### src/rtl/cand_pkg.sv
package cand_pkg;
    // Kind of table update chosen for the current cycle
    typedef enum logic [1:0] {
        UPD_IDLE  = 2'd0,
        UPD_HIT   = 2'd1,
        UPD_FILL  = 2'd2,
        UPD_EVICT = 2'd3
    } upd_e;
endpackage

### src/rtl/cand_match_bank.sv
module cand_match_bank #(
    parameter int ENTRIES = 4,
    parameter int UNIT_W  = 32,
    localparam int IDX_W  = $clog2(ENTRIES)
) (
    input  logic [ENTRIES-1:0]             valid_i,
    input  logic [ENTRIES-1:0][UNIT_W-1:0] value_i,
    input  logic [UNIT_W-1:0]              unit_i,
    output logic                           hit_o,
    output logic [IDX_W-1:0]               hit_idx_o
);
    logic [ENTRIES-1:0] hit_vec;

    // One comparator per slot
    for (genvar g = 0; g < ENTRIES; g++) begin : g_cmp
        assign hit_vec[g] = valid_i[g] && (value_i[g] == unit_i);
    end

    always_comb begin
        hit_idx_o = '0;
        for (int i = ENTRIES - 1; i >= 0; i--) begin
            if (hit_vec[i]) begin
                hit_idx_o = IDX_W'(i);
            end
        end
    end

    assign hit_o = |hit_vec;
endmodule

### src/rtl/cand_victim_pick.sv
module cand_victim_pick #(
    parameter int ENTRIES = 4,
    parameter int CNT_W   = 8,
    localparam int IDX_W  = $clog2(ENTRIES)
) (
    input  logic [ENTRIES-1:0]            valid_i,
    input  logic [ENTRIES-1:0][CNT_W-1:0] count_i,
    output logic                          free_o,
    output logic [IDX_W-1:0]              victim_idx_o
);
    logic [IDX_W-1:0] free_idx;
    logic [IDX_W-1:0] min_idx;
    logic [CNT_W-1:0] min_cnt;

    // Lowest-index unused slot
    always_comb begin
        free_o   = 1'b0;
        free_idx = '0;
        for (int i = ENTRIES - 1; i >= 0; i--) begin
            if (!valid_i[i]) begin
                free_o   = 1'b1;
                free_idx = IDX_W'(i);
            end
        end
    end

    // Smallest count; strict compare keeps the lowest index on ties
    always_comb begin
        min_idx = '0;
        min_cnt = count_i[0];
        for (int i = 1; i < ENTRIES; i++) begin
            if (count_i[i] < min_cnt) begin
                min_cnt = count_i[i];
                min_idx = IDX_W'(i);
            end
        end
    end

    assign victim_idx_o = free_o ? free_idx : min_idx;
endmodule

### src/rtl/freq_candidate_table.sv
module freq_candidate_table
    import cand_pkg::*;
#(
    parameter int UNIT_BYTES = 4,
    parameter int ENTRIES    = 4,
    parameter int CNT_W      = 8,
    localparam int UNIT_W    = UNIT_BYTES * 8,
    localparam int IDX_W     = $clog2(ENTRIES)
) (
    input  logic              clk_i,
    input  logic              rst_ni,
    input  logic              clear_i,
    input  logic              unit_vld_i,
    input  logic [UNIT_W-1:0] unit_i,
    input  logic              rd_req_i,
    input  logic [IDX_W-1:0]  rd_idx_i,
    output logic              rd_vld_o,
    output logic              rd_used_o,
    output logic [UNIT_W-1:0] rd_value_o,
    output logic [CNT_W-1:0]  rd_count_o
);
    localparam logic [CNT_W-1:0] CNT_MAX = {CNT_W{1'b1}};
    localparam logic [CNT_W-1:0] CNT_ONE = CNT_W'(1);

    typedef struct packed {
        logic [ENTRIES-1:0]             valid;
        logic [ENTRIES-1:0][UNIT_W-1:0] value;
        logic [ENTRIES-1:0][CNT_W-1:0]  count;
        logic                           rd_vld;
        logic                           rd_used;
        logic [UNIT_W-1:0]              rd_value;
        logic [CNT_W-1:0]               rd_count;
    } state_t;

    localparam state_t RESET_ST = '0;

    state_t st_d, st_q;

    logic [ENTRIES-1:0]             ent_valid;
    logic [ENTRIES-1:0][UNIT_W-1:0] ent_value;
    logic [ENTRIES-1:0][CNT_W-1:0]  ent_count;
    logic                           hit;
    logic [IDX_W-1:0]               hit_idx;
    logic                           has_free;
    logic [IDX_W-1:0]               victim_idx;
    upd_e                           upd;

    assign ent_valid = st_q.valid;
    assign ent_value = st_q.value;
    assign ent_count = st_q.count;

    cand_match_bank #(
        .ENTRIES (ENTRIES),
        .UNIT_W  (UNIT_W)
    ) u_match (
        .valid_i   (ent_valid),
        .value_i   (ent_value),
        .unit_i    (unit_i),
        .hit_o     (hit),
        .hit_idx_o (hit_idx)
    );

    cand_victim_pick #(
        .ENTRIES (ENTRIES),
        .CNT_W   (CNT_W)
    ) u_victim (
        .valid_i      (ent_valid),
        .count_i      (ent_count),
        .free_o       (has_free),
        .victim_idx_o (victim_idx)
    );

    always_comb begin
        if (!unit_vld_i || clear_i) begin
            upd = UPD_IDLE;
        end else if (hit) begin
            upd = UPD_HIT;
        end else if (has_free) begin
            upd = UPD_FILL;
        end else begin
            upd = UPD_EVICT;
        end
    end

    always_comb begin
        st_d = st_q;

        // Read path samples the pre-update contents
        st_d.rd_vld   = rd_req_i;
        st_d.rd_used  = rd_req_i ? st_q.valid[rd_idx_i] : 1'b0;
        st_d.rd_value = rd_req_i ? st_q.value[rd_idx_i] : '0;
        st_d.rd_count = rd_req_i ? st_q.count[rd_idx_i] : '0;

        unique case (upd)
            UPD_HIT: begin
                if (st_q.count[hit_idx] != CNT_MAX) begin
                    st_d.count[hit_idx] = st_q.count[hit_idx] + CNT_ONE;
                end
            end
            UPD_FILL, UPD_EVICT: begin
                st_d.valid[victim_idx] = 1'b1;
                st_d.value[victim_idx] = unit_i;
                st_d.count[victim_idx] = CNT_ONE;
            end
            default: ;
        endcase

        if (clear_i) begin
            st_d.valid = '0;
            st_d.count = '0;
        end
    end

    always_ff @(posedge clk_i or negedge rst_ni) begin
        if (!rst_ni) begin
            st_q <= RESET_ST;
        end else begin
            st_q <= st_d;
        end
    end

    assign rd_vld_o   = st_q.rd_vld;
    assign rd_used_o  = st_q.rd_used;
    assign rd_value_o = st_q.rd_value;
    assign rd_count_o = st_q.rd_count;
endmodule

### config.mk
export PLATFORM = sky130hd
export DESIGN_NAME = freq_candidate_table
export DESIGN_NICKNAME = d
export VERILOG_FILES = /design/src/rtl/cand_pkg.sv /design/src/rtl/cand_match_bank.sv /design/src/rtl/cand_victim_pick.sv /design/src/rtl/freq_candidate_table.sv
export SDC_FILE = /design/constraint.sdc
export NUM_CORES = 1
export LEC_CHECK = 0
export BUFFER_PORTS_ARGS = -buffer_cell sky130_fd_sc_hd__buf_2
export CAP_MARGIN = 0
export CORE_ASPECT_RATIO = 1.75
export CORE_UTILIZATION = 52
export CTS_BUF_LIST = sky130_fd_sc_hd__clkbuf_4
export DETAILED_ROUTE_END_ITERATION = 10
export PLACE_DENSITY = 0.7
export SLEW_MARGIN = 0
export SYNTH_ARGS = -nofsm -noshare
export SYNTH_HDL_FRONTEND = slang
export SYNTH_SLANG_ARGS = --single-unit
### constraint.sdc
create_clock -name clk_i -period 14.9 [get_ports clk_i]
set_input_delay 0.745 -clock clk_i [delete_from_list [all_inputs] [get_ports clk_i]]
set_output_delay 0.745 -clock clk_i [all_outputs]
set_load 0.05 [all_outputs]
==> impl_metrics.py <==
metrics = {
    "timing": {
        "finalCritPeriodShare_pct": 50.49,
        "worstMarginPinSlew_ns": 0.8811,
        "drv_slew": 0,
        "finalHoldViolCount": 0,
        "fmax_mhz": 132.9,
        "rsz0062_at_grt": "no",
        "fin_skew_ns": 0.04155,
        "setup-tns-final_ns": 0,
        "timing.slew.headroom_pct": 40.99,
        "period_needed_ns": 7.523,
        "setup_viol": 0,
    },
    "clock_network": {
        "hold_buffers": 0,
        "cts_tree": "yes",
        "cts_buffer_depth": 3,
        "cts.htree.levels": 2,
        "cts_root_buf": "clkbuf_4",
        "insertion_delay_ns": 0.70,
        "cts_sinks": 206,
        "cts_resized": 0,
        "post-cts-setup-buffer-count": 0,
        "clkSlewWorstSetupHoldPaths_ns": 0.07,
        "numCtsBuffers": 50,
    },
    "final_layout": {
        "fin_util_pct": 58.06,
        "synthToLayoutAreaGrowth_pct": 9.845,
        "multi_input_area_sq_mm": 0.006380,
        "fill_cells": 2050,
        "regArea_sq_mm": 0.005155,
        "nets": 1199,
        "drive_above_1_share_pct": 27.44,
        "final_common_cell": "dfrtp_1",
        "mostFrequentLayoutCells": "206 x dfrtp_1, 89 x mux2_2, 79 x buf_2, 76 x xnor2_1, 72 x clkbuf_4",
    },
    "worst_setup_path": {
        "max_stage_delay_ns": 0.70,
        "worstPathRequired_ns": 15.53,
        "cpMaxStageDelayCell": "o21ai_1",
        "crit_type": "flop to flop",
        "cp.arrival_ns": 8.15,
        "critPathMaxFanout": 35,
        "start_kind": "flop",
        "cp-end-kind": "flop",
    },
    "grt": {
        "antenna_found_initial": 1,
        "grt_pass1_wl_mm": 58.51,
        "track_usage_pct": 34.66,
        "grt_pass1_vias": 9654,
        "grt_start_max_net_pins": 87,
        "overflow": 0,
    },
    "pwr": {
        "power.share.clock_pct": 21.2,
        "ir_drop_mv": 0.09297,
        "power.internal_mw": 1.302,
        "p_leak_nw": 5.763,
        "power.density_mw_per_mm2": 164.4,
        "p_seq_share_pct": 41.6,
        "p_sw_share_pct": 39.75,
        "switchingPower_mw": 0.8591,
        "comb_power_share_pct": 37.3,
        "total_power_mw": 2.162,
    },
    "logic_synthesis": {
        "synthesis.nets": 1126,
        "postSynthCellCount": 1065,
        "async_flop_share_pct": 100.0,
        "synth_edf_count": 0,
        "synth_area_sq_mm": 0.01197,
        "ys_types": 75,
        "post_synth.cell_area_avg_sq_um": 11.24,
        "synth_ff_type": "dfrtp_1",
        "ys_ff_latch": 206,
        "yosysWarnings": 0,
        "synth_seq_area_share_pct": 43.06,
    },
    "detailed_routing": {
        "vias": 9123,
        "drt_pass1_iterations": 7,
        "vias_per_cell": 6.168,
        "drt-total-wl_mm": 38.57,
        "drt-initial-drc-count": 607,
        "ant_nets": 0,
        "drc": 0,
        "wl_per_cell_um": 26.08,
    },
    "die": {
        "fp-row-count": 73,
        "io_pins": 81,
        "die_w_um": 116.7,
        "die_h_um": 202.7,
        "initial_core_util_pct": 52.86,
        "die_area_sq_mm": 0.02366,
        "core_area_sq_mm": 0.02265,
    },
    "placed_design": {
        "port_buffers": 80,
        "dp_hpwl_mm": 28.72,
        "gp_congestion": 1.009,
    },
    "outcome": {
        "status": "finished, final reports clean",
    },
    "job": {
        "cap_violations": 0,
    },
    "hold_path": {
        "hp-class": "input pin to async pin",
    },
}
-- through the flow --
stage / hold WS [ns] / worst slack [ns] / instances / instance area [sq um]
after CTS: 0.1022 / 7.510 / 1477 / 13150
after global placement: 0.5041 / 7.764 / 1386 / 12530
after floorplan: 0.4494 / 9.212 / 1065 / 11970
after detailed placement: 0.5183 / 7.527 / 1386 / 12530
final: 0.09209 / 7.377 / 1479 / 13150
after global routing: 0.1241 / 7.008 / 1478 / 13150
-- kinds of logic after synthesis --
| family | count (synthesis) | share of synthesized area [%] |
|---|---|---|
| compound gates | 143 | 8.423 |
| xor+xnor | 123 | 8.998 |
| fa+ha+maj | 22 | 2.299 |
| buf+inv | 100 | 3.846 |
| flops | 206 | 43.06 |
| mux | 168 | 19.56 |
| simple gates | 303 | 13.82 |
-- state kept, by name, summed over array words and instances, names as in the netlist --
name / cells
ent_valid: 4
ent_count: 32
rd_vld_o: 1
ent_value: 128
rd_used_o: 1
rd_value_o: 32
rd_count_o: 8
-- cells in the mapped netlist, drive strengths merged (4+ instances only) --
cell type / number / area (sq um)
o31ai: 11 / 82.58
or4: 5 / 37.54
a31oi: 5 / 31.28
and2: 44 / 275.3
mux2i: 9 / 90.09
dfrtp: 206 / 5155
nand2: 64 / 240.2
mux4: 41 / 923.4
xnor2: 76 / 665.6
a221oi: 4 / 35.03
mux2: 118 / 1329
nor3: 17 / 101.4
nand2b: 13 / 81.33
nand3: 25 / 125.1
a22oi: 5 / 37.54
o21ai: 38 / 193.9
xor2: 47 / 411.6
or3: 6 / 37.54
ha: 22 / 275.3
o21a: 4 / 30.03
inv: 27 / 101.3
buf: 52 / 280.3
nand4: 32 / 206.5
clkbuf: 21 / 78.83
a211oi: 6 / 45.04
nor4: 23 / 143.9
nor2: 45 / 176.4
a21o: 7 / 52.55
and3: 10 / 62.56
a22o: 8 / 70.07
a21oi: 22 / 121.4
-- area by class of cell --
| type | instances | area share (%) |
|---|---|---|
| sequential | 206 | 39.20 |
| clock buffer | 72 | 4.110 |
| clock inverter | 19 | 0.6089 |
| multi-input combinational | 759 | 48.51 |
| inverter | 27 | 0.7706 |
| timing repair buffer | 94 | 3.910 |
| antenna | 2 | 0.03806 |
| tap | 300 | 2.854 |
-- worst max-delay path: cells and delay by family, from the launching register on --
| family | cells | cell delay (ns) |
|---|---|---|
| AOI/OAI and AO/OA | 15 | 4.26 |
| and+or+nand+nor | 5 | 1.06 |
| adders and majority gates | 3 | 0.97 |
| DFF | 1 | 0.47 |
| buffers and inverters | 2 | 0.44 |
| muxes | 1 | 0.22 |
-- metal layers --
layer | GRT usage, % | up-vias | part of all wire, %
met5 | 0 | - | 0
li1 | - | 4069 | -
met2 | 60.08 | 333 | 52
met3 | 6.179 | 161 | 4.4
met1 | 34.72 | 4560 | 33
met4 | 30.33 | 0 | 10
-- final timing paths --
check	from	end	slack [ns]	cells after the start
max	ent_count[5]	ent_count[17]	7.38	26
min	rst_ni	ent_count[18]	0.09	1
max reg2reg	ent_count[5]	ent_count[17]	7.38	26
min reg2reg	ent_value[125]	ent_value[125]	0.54	2
max in group asynchronous	rst_ni	ent_value[116]	13.45	2
min in group clk_i	unit_i[29]	ent_value[29]	0.41	2
-- power groups by stage --
stage | Clock [mW] | Combinational (mW) | Sequential, mW
after floorplan | 0 | 0.481 | 0.943
after global placement | 0 | 0.794 | 0.896
after detailed placement | 0 | 0.799 | 0.906
after CTS | 0.471 | 0.803 | 0.896
after global routing | 0.498 | 0.847 | 0.921
final | 0.457 | 0.806 | 0.898
Power figures use the tool's default switching activity.
